[src/rtl/fmac_pkg.sv]
package fmac_pkg;

   typedef enum logic [1:0] {
      RND_OFF      = 2'b00,
      RND_HALF_UP  = 2'b01,
      RND_HALF_EVN = 2'b10,
      RND_OFF_ALT  = 2'b11
   } rnd_kind_e;

   typedef struct packed {
      logic      sub;
      logic      frac;
      logic      psat;
      logic      wide;
      logic      sat;
      logic      sext;
      rnd_kind_e rnd;
   } mac_mode_t;

endpackage

[src/rtl/fmac_product.sv]
module fmac_product
   import fmac_pkg::*;
#(
   parameter int OP_W = 16,
   localparam int PW  = 2 * OP_W + 3
) (
   input  logic [OP_W-1:0]        opnd_x,
   input  logic [OP_W-1:0]        opnd_y,
   input  mac_mode_t              mode,
   output logic signed [PW-1:0]   prod
);
   localparam int RAW_W = 2 * OP_W + 2;
   localparam logic signed [PW-1:0] Q_EDGE = PW'(1) <<< (2 * OP_W - 1);

   logic signed [OP_W:0]    x_ext, y_ext;
   logic signed [RAW_W-1:0] raw;
   logic signed [PW-1:0]    scaled;

   always_comb begin
      x_ext  = {mode.sext & opnd_x[OP_W-1], opnd_x};
      y_ext  = {mode.sext & opnd_y[OP_W-1], opnd_y};
      raw    = x_ext * y_ext;
      scaled = mode.frac ? {raw, 1'b0} : {raw[RAW_W-1], raw};
      if (mode.psat && (scaled == Q_EDGE)) begin
         prod = Q_EDGE - PW'(1);
      end else begin
         prod = scaled;
      end
   end
endmodule

[src/rtl/fmac_accum.sv]
module fmac_accum
   import fmac_pkg::*;
#(
   parameter int OP_W  = 16,
   parameter int ACC_W = 40,
   localparam int PW   = 2 * OP_W + 3,
   localparam int SW   = ACC_W + 2,
   localparam int NB   = 2 * OP_W
) (
   input  logic [ACC_W-1:0]      acc_in,
   input  logic signed [PW-1:0]  prod,
   input  mac_mode_t             mode,
   output logic signed [SW-1:0]  sum,
   output logic                  carry
);
   logic signed [SW-1:0] acc_x, prod_x;
   logic [ACC_W-1:0]     prod_a, addend;
   logic [ACC_W:0]       full_add;
   logic [NB:0]          low_add;

   always_comb begin
      acc_x  = {{2{acc_in[ACC_W-1]}}, acc_in};
      prod_x = {{(SW-PW){prod[PW-1]}}, prod};
      sum    = mode.sub ? (acc_x - prod_x) : (acc_x + prod_x);

      prod_a   = prod_x[ACC_W-1:0];
      addend   = mode.sub ? ~prod_a : prod_a;
      full_add = {1'b0, acc_in} + {1'b0, addend} + (ACC_W+1)'(mode.sub);
      low_add  = {1'b0, acc_in[NB-1:0]} + {1'b0, addend[NB-1:0]} + (NB+1)'(mode.sub);
      carry    = mode.wide ? full_add[ACC_W] : low_add[NB];
   end
endmodule

[src/rtl/fmac_round.sv]
module fmac_round
   import fmac_pkg::*;
#(
   parameter int OP_W      = 16,
   parameter int SW        = 42,
   parameter bit EVEN_RND  = 1'b1
) (
   input  logic signed [SW-1:0] sum,
   input  rnd_kind_e            rnd,
   output logic signed [SW-1:0] rounded
);
   logic [OP_W-1:0]      frac_part;
   logic signed [SW-1:0] trunc;
   logic                 half_up, half_evn, bump;

   always_comb begin
      frac_part = sum[OP_W-1:0];
      trunc     = {sum[SW-1:OP_W], {OP_W{1'b0}}};
      half_up   = frac_part[OP_W-1];
   end

   generate
      if (EVEN_RND) begin : g_even
         always_comb half_evn = frac_part[OP_W-1] & ((|frac_part[OP_W-2:0]) | sum[OP_W]);
      end else begin : g_no_even
         always_comb half_evn = half_up;
      end
   endgenerate

   always_comb begin
      unique case (rnd)
         RND_HALF_UP:  bump = half_up;
         RND_HALF_EVN: bump = half_evn;
         default:      bump = 1'b0;
      endcase
      if (rnd == RND_HALF_UP || rnd == RND_HALF_EVN) begin
         rounded = trunc + (SW'(bump) <<< OP_W);
      end else begin
         rounded = sum;
      end
   end
endmodule

[src/rtl/fmac_saturate.sv]
module fmac_saturate
   import fmac_pkg::*;
#(
   parameter int OP_W  = 16,
   parameter int ACC_W = 40,
   localparam int SW   = ACC_W + 2,
   localparam int NB   = 2 * OP_W
) (
   input  logic signed [SW-1:0] rounded,
   input  mac_mode_t            mode,
   output logic [ACC_W-1:0]     res,
   output logic                 ovf
);
   localparam logic [ACC_W-1:0] HI_WIDE = {1'b0, {(ACC_W-1){1'b1}}};
   localparam logic [ACC_W-1:0] LO_WIDE = {1'b1, {(ACC_W-1){1'b0}}};
   localparam logic [ACC_W-1:0] HI_NARR = {{(ACC_W-NB+1){1'b0}}, {(NB-1){1'b1}}};
   localparam logic [ACC_W-1:0] LO_NARR = {{(ACC_W-NB+1){1'b1}}, {(NB-1){1'b0}}};

   logic [SW-ACC_W:0] top_w;
   logic [SW-NB:0]    top_n;
   logic              ovf_w, ovf_n, neg;

   always_comb begin
      top_w = rounded[SW-1:ACC_W-1];
      top_n = rounded[SW-1:NB-1];
      ovf_w = ~((&top_w) | ~(|top_w));
      ovf_n = ~((&top_n) | ~(|top_n));
      ovf   = mode.wide ? ovf_w : ovf_n;
      neg   = rounded[SW-1];
      if (mode.sat && ovf) begin
         if (mode.wide) res = neg ? LO_WIDE : HI_WIDE;
         else           res = neg ? LO_NARR : HI_NARR;
      end else begin
         res = rounded[ACC_W-1:0];
      end
   end
endmodule

[src/rtl/fmac_sat_unit.sv]
module fmac_sat_unit
   import fmac_pkg::*;
#(
   parameter int OP_W     = 16,
   parameter int GUARD_W  = 8,
   parameter bit EVEN_RND = 1'b1,
   localparam int ACC_W   = GUARD_W + 2 * OP_W,
   localparam int PW      = 2 * OP_W + 3,
   localparam int SW      = ACC_W + 2
) (
   input  logic             clk,
   input  logic             rst_n,
   input  logic             in_valid,
   input  logic [OP_W-1:0]  opnd_x,
   input  logic [OP_W-1:0]  opnd_y,
   input  logic [ACC_W-1:0] acc_in,
   input  logic             sub_sel,
   input  logic             frac_en,
   input  logic             prod_sat_en,
   input  logic             wide_en,
   input  logic             sat_en,
   input  logic             sext_en,
   input  logic [1:0]       rnd_sel,
   input  logic             ovf_clr,
   output logic [ACC_W-1:0] acc_out,
   output logic             out_valid,
   output logic             carry,
   output logic             ovf_sticky
);
   generate
      if (OP_W < 4) begin : g_bad_op
         $error("fmac_sat_unit: OP_W must be at least 4");
      end
      if (GUARD_W < 1) begin : g_bad_guard
         $error("fmac_sat_unit: GUARD_W must be at least 1");
      end
   endgenerate

   mac_mode_t            mode;
   logic signed [PW-1:0] prod;
   logic signed [SW-1:0] sum, rounded;
   logic [ACC_W-1:0]     res;
   logic                 c_now, ovf_now;

   always_comb begin
      mode.sub  = sub_sel;
      mode.frac = frac_en;
      mode.psat = prod_sat_en;
      mode.wide = wide_en;
      mode.sat  = sat_en;
      mode.sext = sext_en;
      mode.rnd  = rnd_kind_e'(rnd_sel);
   end

   fmac_product #(.OP_W(OP_W)) u_prod (
      .opnd_x (opnd_x),
      .opnd_y (opnd_y),
      .mode   (mode),
      .prod   (prod)
   );

   fmac_accum #(.OP_W(OP_W), .ACC_W(ACC_W)) u_acc (
      .acc_in (acc_in),
      .prod   (prod),
      .mode   (mode),
      .sum    (sum),
      .carry  (c_now)
   );

   fmac_round #(.OP_W(OP_W), .SW(SW), .EVEN_RND(EVEN_RND)) u_rnd (
      .sum     (sum),
      .rnd     (mode.rnd),
      .rounded (rounded)
   );

   fmac_saturate #(.OP_W(OP_W), .ACC_W(ACC_W)) u_sat (
      .rounded (rounded),
      .mode    (mode),
      .res     (res),
      .ovf     (ovf_now)
   );

   always_ff @(posedge clk or negedge rst_n) begin
      if (!rst_n) begin
         acc_out    <= '0;
         out_valid  <= 1'b0;
         carry      <= 1'b0;
         ovf_sticky <= 1'b0;
      end else begin
         out_valid  <= in_valid;
         ovf_sticky <= (in_valid & ovf_now) | (ovf_sticky & ~ovf_clr);
         if (in_valid) begin
            acc_out <= res;
            carry   <= c_now;
         end
      end
   end
endmodule

[config.mk]
export PLATFORM = sky130hd
export DESIGN_NAME = fmac_sat_unit
export DESIGN_NICKNAME = d
export VERILOG_FILES = /design/src/rtl/fmac_pkg.sv /design/src/rtl/fmac_product.sv /design/src/rtl/fmac_accum.sv /design/src/rtl/fmac_round.sv /design/src/rtl/fmac_saturate.sv /design/src/rtl/fmac_sat_unit.sv
export SDC_FILE = /design/constraint.sdc
export NUM_CORES = 1
export LEC_CHECK = 0
export ABC_CLOCK_PERIOD_IN_PS = 1200
export BUFFER_PORTS_ARGS = -buffer_cell sky130_fd_sc_hd__buf_4
export CORE_MARGIN = 2
export CORE_UTILIZATION = 65
export CTS_BUF_LIST = sky130_fd_sc_hd__clkbuf_2 sky130_fd_sc_hd__clkbuf_4 sky130_fd_sc_hd__clkbuf_8
export DETAILED_ROUTE_END_ITERATION = 8
export PLACE_DENSITY = 0.95
export SYNTH_ARGS = -nofsm -noshare
export SYNTH_HDL_FRONTEND = slang
export SYNTH_SLANG_ARGS = --single-unit
[constraint.sdc]
create_clock -name clk -period 1.2 [get_ports clk]
set_input_delay 0.06 -clock clk [delete_from_list [all_inputs] [get_ports clk]]
set_output_delay 0.06 -clock clk [all_outputs]
set_load 0.01 [all_outputs]
==> results of run 1 <==
## kinds of logic after synthesis
kind of cell / count (synthesis) / share of synthesized area
adder cells (fa/ha/maj): 466 / 0.4132
flip-flops: 43 / 0.05516
buffers and inverters: 460 / 0.09101
XOR/XNOR: 144 / 0.06542
AND/OR/NAND/NOR: 800 / 0.2072
multiplexers: 15 / 0.008146
AO/OA/AOI/OAI: 448 / 0.1598
## per-stage QoR
step	utilization	cell area [um2]	std cells	hold slack [ns]
after CTS	0.9272	27410	3490	0.1423
after detailed placement	0.8643	25550	3396	0.07816
after floorplan	-	20120	2376	-0.2356
after global placement	0.8643	25550	3396	0.05890
## metal layers
layer  overflow  global-route usage
met1         49              0.8986
met2       1239               1.184
met3         43              0.8387
met4        478               1.102
met5         12              0.6827
## timing repair
| action | CTS |
|---|---|
| gates cloned | 2 |
| hold buffers | 2 |
| endpoints found under the hold margin | 44 |
| pin swaps | 97 |
| gates resized for setup | 239 |
| buffers inserted | 83 |
| endpoints found under the setup margin | 42 |
==> results by group, run 1 <==
Status
  • Outcome: did not finish
  • Error msg: [ERROR GRT-0116] Global routing finished with congestion. Check the congestion regions in the DRC Viewer.
  • Last step reached: global routing

Placed design
  • IO Port Bufs: 126
  • Routability cong.: 1.039
  • Pre-CTS setup slack: -12.39 ns
  • Post-DP HPWL: 69590 um

Die
  • Chip width: 177.2 um
  • # rows: 63
  • IO Count: 127
  • Initial Util: 0.6599
  • Die Ht: 177.2 um

Clock network
  • CTS sink count: 43
  • Bufs on Longest Clock Path: 2
  • Root Buffer: clkbuf_8
  • CTS Buf Count: 5
  • H-tree depth: 2

Global route
  • Vias in the first global route: 34759
  • Pin count of the biggest net entering global routing: 44
  • Tot GR Track Use: 0.9888
  • First-pass GRT wire length: 230800 um
  • Grt ovf: 1821

Yosys
  • Main synth FF type: dfrtp_1
  • Ys Warns: 0
  • Synth top cells by count: 357 x inv_1, 297 x fa_1, 282 x nand2_1
  • Yosys cell types: 103
  • Syn nets: 2926
  • Top cell type's share of synthesized area: 0.3048
  • Most numerous cell in the Yosys netlist: inv_1
  • EDFF count, synth: 0
  • Mapped Avg Cell Area: 8.210 um2
  • #FFs+latches synth: 43
  • Synth area leaders: fa_1 30%, ha_1 11%, inv_1 6.9%
  • Share of the yosys chip area belonging to registers: 0.05516
  • Synth Cell Area: 0.01951 mm2
  • FFs w/ async S/R, synth: 1.000
  • Count of mapped cells out of synthesis: 2376
  • Yosys top cell by area: fa_1
==> run 2: changes to the inputs <==
--- a/config.mk
+++ b/config.mk
@@ -8,10 +8,9 @@
 export ABC_CLOCK_PERIOD_IN_PS = 1200
 export BUFFER_PORTS_ARGS = -buffer_cell sky130_fd_sc_hd__buf_4
 export CORE_MARGIN = 2
-export CORE_UTILIZATION = 65
-export CTS_BUF_LIST = sky130_fd_sc_hd__clkbuf_2 sky130_fd_sc_hd__clkbuf_4 sky130_fd_sc_hd__clkbuf_8
+export CORE_UTILIZATION = 40
 export DETAILED_ROUTE_END_ITERATION = 8
-export PLACE_DENSITY = 0.95
+export PLACE_DENSITY_LB_ADDON = 0.15
 export SYNTH_ARGS = -nofsm -noshare
 export SYNTH_HDL_FRONTEND = slang
 export SYNTH_SLANG_ARGS = --single-unit
==> results by group, run 2 <==
Placed design
  • IO Port Bufs: 126 (unchanged)
  • DP Cell Count: 3658 (+7.7%)
  • Pre-CTS setup slack: -11.62 ns (+0.7747 ns)
  • Routability cong.: 0.8976 (-14%)
  • Post-DP HPWL: 54370 um (-22%)

Yosys
  • EDFF count, synth: 0 (unchanged)
  • FFs w/ async S/R, synth: 1.000 (unchanged)
  • Ys Warns: 0 (unchanged)
  • Yosys cell types: 103 (unchanged)
  • Main synth FF type: dfrtp_1
  • Synth Cell Area: 0.01951 mm2 (unchanged)
  • Top cell type's share of synthesized area: 0.3048 (unchanged)
  • Synth top cells by count: 357 x inv_1, 297 x fa_1, 282 x nand2_1
  • Yosys top cell by area: fa_1
  • Share of the yosys chip area belonging to registers: 0.05516 (unchanged)
  • Syn nets: 2926 (unchanged)
  • #FFs+latches synth: 43 (unchanged)
  • Count of mapped cells out of synthesis: 2376 (unchanged)
  • Synth area leaders: fa_1 30%, ha_1 11%, inv_1 6.9%
  • Mapped Avg Cell Area: 8.210 um2 (unchanged)
  • Most numerous cell in the Yosys netlist: inv_1

Min path
  • Hold Crit Class: in -> reg
  • Worst hold path endpoint: out_valid$_DFF_PN0_
  • Worst hold start: in_valid
  • Worst hold stages: 2

Final layout
  • Max FFs per register: 40
  • Most frequent cells in the layout: 812 x buf_4, 340 x inv_1, 279 x fa_1
  • Finished Layout Cells: 3743
  • Area growth syn-to-layout: 42.41%
  • Commonest non-fill, non-tap cell in the layout: buf_4
  • Share of cells above drive strength 1: 0.3502
  • Reg with most FFs: acc_out
  • Fin nets: 3676

Worst setup path
  • Reg2reg end: acc_out[37]$_DFFE_PN0P_
  • Critical Path Sink Type: flop
  • Reg2reg setup slack: 0.24 ns
  • CP max stage cell: fa_2
  • CP Launch Type: primary input
  • Reg-to-reg startpoint: acc_out[37]$_DFFE_PN0P_
  • Critical path type: in -> reg
  • Max FO, Critical Path: 13
  • Crit-path max cell delay: 0.63 ns
  • R2R cell count: 2
  • Arr. time, crit path: 12.22 ns
  • CP Data Required Time: 1.38 ns
  • Most used cell, CP: buf_4

Clock network
  • CTS Buf Count: 5 (unchanged)
  • CTS tree: built
  • CTS sink count: 43 (unchanged)
  • Reg clk slew, reported paths: 0.07 ns
  • H-tree depth: 2 (unchanged)
  • Bufs on Longest Clock Path: 2 (unchanged)
  • Clock latency on the worst-skew pair: 0.29 ns
  • Root Buffer: clkbuf_16

Global route
  • Pin count of the biggest net entering global routing: 44
  • First-pass GRT wire length: 103300 um
  • Tot GR Track Use: 0.2530
  • Grt ovf: 0
  • Initial antenna violation count: 1
  • Vias in the first global route: 20436

Routing
  • Via count: 19299
  • Total Wirelength: 62910 um
  • Antenna Nets Post-Route: 0
  • DRT Pass-1 Iters: 5
  • DR DRC count: 0
  • Starting DRT DRC Count: 1128
  • Via density: 5.156
  • Mean routed wirelength per cell: 16.81 um

Job
  • Max cap viols: 0

Status
  • Failing checks: setup timing
  • Outcome: finished with violations

STA
  • Slew HR: 0.5286
  • Hold Slack: 0.2168 ns
  • Slew @ Worst Pin: 0.6997 ns
  • Worst Skew: 0 ns
  • Unrepaired setup endpoints after global routing: true
  • Crit path time final: 12.04 ns
  • Post-route clock period utilization: 10.04
  • Final Hold Viols: 0
  • Peak Freq: 0.08303 GHz
  • Final setup viols: 42
  • Worst Slack Setup Final: -10.84 ns
  • Post-route setup TNS: -450.51 ns
  • Slew Viols, Final: 0

Die
  • IO Count: 127 (unchanged)
  • # rows: 80 (+27%)
  • Die area: 0.05055 mm2
  • Core outline area: 0.04795 mm2
  • Chip width: 224.8 um (+27%)
  • Die Ht: 224.8 um (+27%)
  • Initial Util: 0.4069 (-0.2531)
-- run 2: cell counts after synthesis --
Identical to the previous run, type by type.
-- run 2: logic make-up after synthesis --
group | count (synthesis) | share of synthesized area
multiplexers | 15 | 0.008146
adder cells (fa/ha/maj) | 466 | 0.4132
AO/OA/AOI/OAI | 448 | 0.1598
buffers and inverters | 460 | 0.09101
flip-flops | 43 | 0.05516
AND/OR/NAND/NOR | 800 | 0.2072
XOR/XNOR | 144 | 0.06542
-- run 2: final cells by class --
| class | count | area [um2] |
|---|---|---|
| fill | 4380 | 20170 |
| inverter | 359 | 1353 |
| multi-input combinational | 1874 | 17900 |
| clock inverter | 3 | 23.77 |
| antenna | 1 | 2.502 |
| clock buffer | 5 | 125.1 |
| timing repair buffer | 843 | 6534 |
| tap | 615 | 769.5 |
| sequential | 43 | 1076 |
-- run 2: worst max-delay path by stage --
stage | start | to | slack [ns]
after CTS | sext_en | acc_out[33]$_DFFE_PN0P_ | -10.85
final | opnd_x[15] | acc_out[33]$_DFFE_PN0P_ | -10.84
after global placement | sext_en | acc_out[36]$_DFFE_PN0P_ | -11.55
after floorplan | sext_en | acc_out[33]$_DFFE_PN0P_ | -10.65
after detailed placement | opnd_y[4] | acc_out[31]$_DFFE_PN0P_ | -11.62
after global routing | sext_en | acc_out[33]$_DFFE_PN0P_ | -11.37
-- run 2: what timing repair did --
item	in CTS	in global routing
setup buffers	54	21
hold buffers	2	0
gates cloned	2	1
endpoints found under the setup margin	42	42
endpoints found under the hold margin	44	0
resized for setup	81	114
pin swaps	46	87
-- run 2: layer usage --
metal | global-route usage | part of all wire
met1 | 0.3503 | 0.46
met3 | 0.02064 | 0.039
met5 | 0 | 0
met2 | 0.4309 | 0.48
met4 | 0.05661 | 0.022
-- run 2: through the flow --
stage               utilization  cell area (um2)
floorplan                     -            20120
global placement         0.5445            26110
detailed placement       0.5445            26110
CTS                      0.5657            27120
global route             0.5794            27780
finish                   0.5794            27780
-- run 2: worst max-delay path, delay by kind of cell --
kind	cells	cell delay (ns)
AO/OA/AOI/OAI	7	1.77
XOR/XNOR	2	0.31
adder cells (fa/ha/maj)	9	4.01
buffers and inverters	14	1.97
multiplexers	1	0.25
AND/OR/NAND/NOR	22	3.81
Power of run 2 is not shown: default switching activity piles up to over one toggle a cycle in this logic, so the estimate is an artifact.
==> run 3: changes to the inputs <==
--- a/config.mk
+++ b/config.mk
@@ -8,8 +8,9 @@
 export ABC_CLOCK_PERIOD_IN_PS = 1200
 export BUFFER_PORTS_ARGS = -buffer_cell sky130_fd_sc_hd__buf_4
 export CORE_MARGIN = 2
-export CORE_UTILIZATION = 40
+export CORE_UTILIZATION = 59
 export DETAILED_ROUTE_END_ITERATION = 8
+export GPL_ROUTABILITY_DRIVEN = 1
 export PLACE_DENSITY_LB_ADDON = 0.15
 export SYNTH_ARGS = -nofsm -noshare
 export SYNTH_HDL_FRONTEND = slang
==> results by group, run 3 (synthesis results as in run 2) <==
Clock network
  • Root Buffer: clkbuf_16
  • CTS tree: built
  • CTS Buf Count: 5 (unchanged)
  • H-tree depth: 2 (unchanged)
  • Clock latency on the worst-skew pair: 0.30 ns (about the same)
  • Reg clk slew, reported paths: 0.08 ns (about the same)
  • Bufs on Longest Clock Path: 2 (unchanged)
  • CTS sink count: 43 (unchanged)

Die
  • Core outline area: 0.03254 mm2 (-32%)
  • Die Ht: 185.8 um (-17%)
  • # rows: 66 (-18%)
  • Chip width: 185.8 um (-17%)
  • Initial Util: 0.5996 (+0.1927)
  • IO Count: 127 (unchanged)
  • Die area: 0.03453 mm2 (-32%)

Placed design
  • Routability cong.: 0.9469 (+5.5%)
  • Pre-CTS setup slack: -11.48 ns (+0.1374 ns)
  • Post-DP HPWL: 52720 um (-3.0%)
  • IO Port Bufs: 126 (unchanged)

Min path
  • Worst hold stages: 2 (unchanged)
  • Worst hold start: in_valid
  • Hold Crit Class: in -> reg
  • Worst hold path endpoint: out_valid$_DFF_PN0_

STA
  • Slew HR: 0.5982 (+0.06956)
  • Unrepaired setup endpoints after global routing: true
  • Worst Slack Setup Final: -11.25 ns (-0.4044 ns)
  • Slew Viols, Final: 0 (unchanged)
  • Post-route clock period utilization: 10.37 (+0.3370)
  • Final Hold Viols: 0 (unchanged)
  • Final setup viols: 42 (unchanged)
  • Worst Skew: 0 ns (unchanged)
  • Peak Freq: 0.08034 GHz (-3.2%)
  • Slew @ Worst Pin: 0.5972 ns (-0.1025 ns)
  • Crit path time final: 12.45 ns (+0.4044 ns)
  • Post-route setup TNS: -465.27 ns (-14.76 ns)

Global route
  • Grt ovf: 0 (unchanged)
  • Tot GR Track Use: 0.3913 (+0.1384)
  • First-pass GRT wire length: 107300 um (+3.8%)
  • Vias in the first global route: 21713 (+6.2%)
  • Initial antenna violation count: 0 (-1)
  • Pin count of the biggest net entering global routing: 44 (unchanged)

Worst setup path
  • Family with the most delay on the worst path: buffers and inverters
  • CP Data Required Time: 1.40 ns (+0.02 ns)
  • Reg2reg setup slack: 0.21 ns (-0.03 ns)
  • Critical path type: in -> reg
  • R2R cell count: 2 (unchanged)
  • Crit path depth: 62 (+13%)
  • Crit-path max cell delay: 0.69 ns (+0.06 ns)
  • Arr. time, crit path: 12.65 ns (+0.43 ns)
  • Reg2reg end: acc_out[34]$_DFFE_PN0P_
  • CP Launch Type: primary input
  • Critical Path Sink Type: flop
  • CP max stage cell: or4b_2
  • WP buf/inv: 32 (+18)
  • Max FO, Critical Path: 6 (-7)
  • Reg-to-reg startpoint: acc_out[34]$_DFFE_PN0P_
  • Most used cell, CP: buf_4

Final layout
  • Filler cell count: 1849 (-58%)
  • Commonest non-fill, non-tap cell in the layout: buf_4
  • Max FFs per register: 40 (unchanged)
  • Reg with most FFs: acc_out
  • Most frequent cells in the layout: 842 x buf_4, 340 x inv_1, 283 x fa_1
  • Area growth syn-to-layout: 43.40%
  • Share of cells above drive strength 1: 0.3582 (+0.007977)
  • Fin nets: 3732 (+1.5%)
  • Post-layout util: 0.8598 (+0.2804)
  • Ant diodes: 0 (-1)

Routing
  • DR DRC count: 0 (unchanged)
  • Antenna Nets Post-Route: 0 (unchanged)
  • Via count: 20994 (+8.8%)
  • Total Wirelength: 68110 um (+8.3%)
  • DRT Pass-1 Iters: 6 (+1)
  • Mean routed wirelength per cell: 18.79 um (+12%)
  • Via density: 5.791 (+12%)
  • Starting DRT DRC Count: 1789 (+59%)

Job
  • Max cap viols: 0 (unchanged)

Status
  • Failing checks: setup timing
  • Outcome: finished with violations
[run 3: worst max path at each step]
stage               startpoint                       to
floorplan              sext_en  acc_out[33]$_DFFE_PN0P_
detailed placement     sext_en  acc_out[36]$_DFFE_PN0P_
CTS                 opnd_x[15]  acc_out[36]$_DFFE_PN0P_
global route         opnd_x[5]  acc_out[14]$_DFFE_PN0P_
finish               opnd_x[5]  acc_out[14]$_DFFE_PN0P_
global placement       sext_en  acc_out[38]$_DFFE_PN0P_
[run 3: area by class of cell]
cell class	instances	area, um2	area share
Clock buffer	5	125.1	0.004473
Clock inverter	3	23.77	0.0008498
Inverter	359	1355	0.04844
Multi-Input combinational cell	1874	17770	0.6351
Sequential cell	43	1076	0.03846
Tap cell	442	553.0	0.01977
Timing Repair Buffer	899	7074	0.2529
[run 3: repair_timing]
| item | CTS | global route |
|---|---|---|
| endpoints found under the setup margin | 42 | 42 |
| hold buffers | 2 | 0 |
| gates resized for setup | 141 | 76 |
| buffers inserted | 113 | 22 |
| hold endpoints to repair | 44 | 0 |
| cloned | 2 | 0 |
| pin swaps | 99 | 79 |
[run 3: stage by stage]
stage	cell area [um2]	std cells	hold slack, ns
after floorplan	20120	2376	-0.2356
after global placement	25780	3480	0.06459
after detailed placement	25780	3480	0.09356
after CTS	27460	3605	0.1010
after global routing	27970	3625	0.1055
final	27970	3625	0.1128
[run 3: worst reg2reg max path: stages (launching register included)]
cell	delay, ns
dfrtp_1	0.42
nor2b_1	0.15
a311o_1	0.31
[run 3: metal layers]
layer | GRT usage | share of wire | routed length, um
met4 | 0.1099 | 0.035 | 2413
met5 | 0 | 0 | 0
met2 | 0.6686 | 0.48 | 32860
met3 | 0.06457 | 0.082 | 5564
met1 | 0.5134 | 0.40 | 27270
Power of run 3 is left out for the same reason.
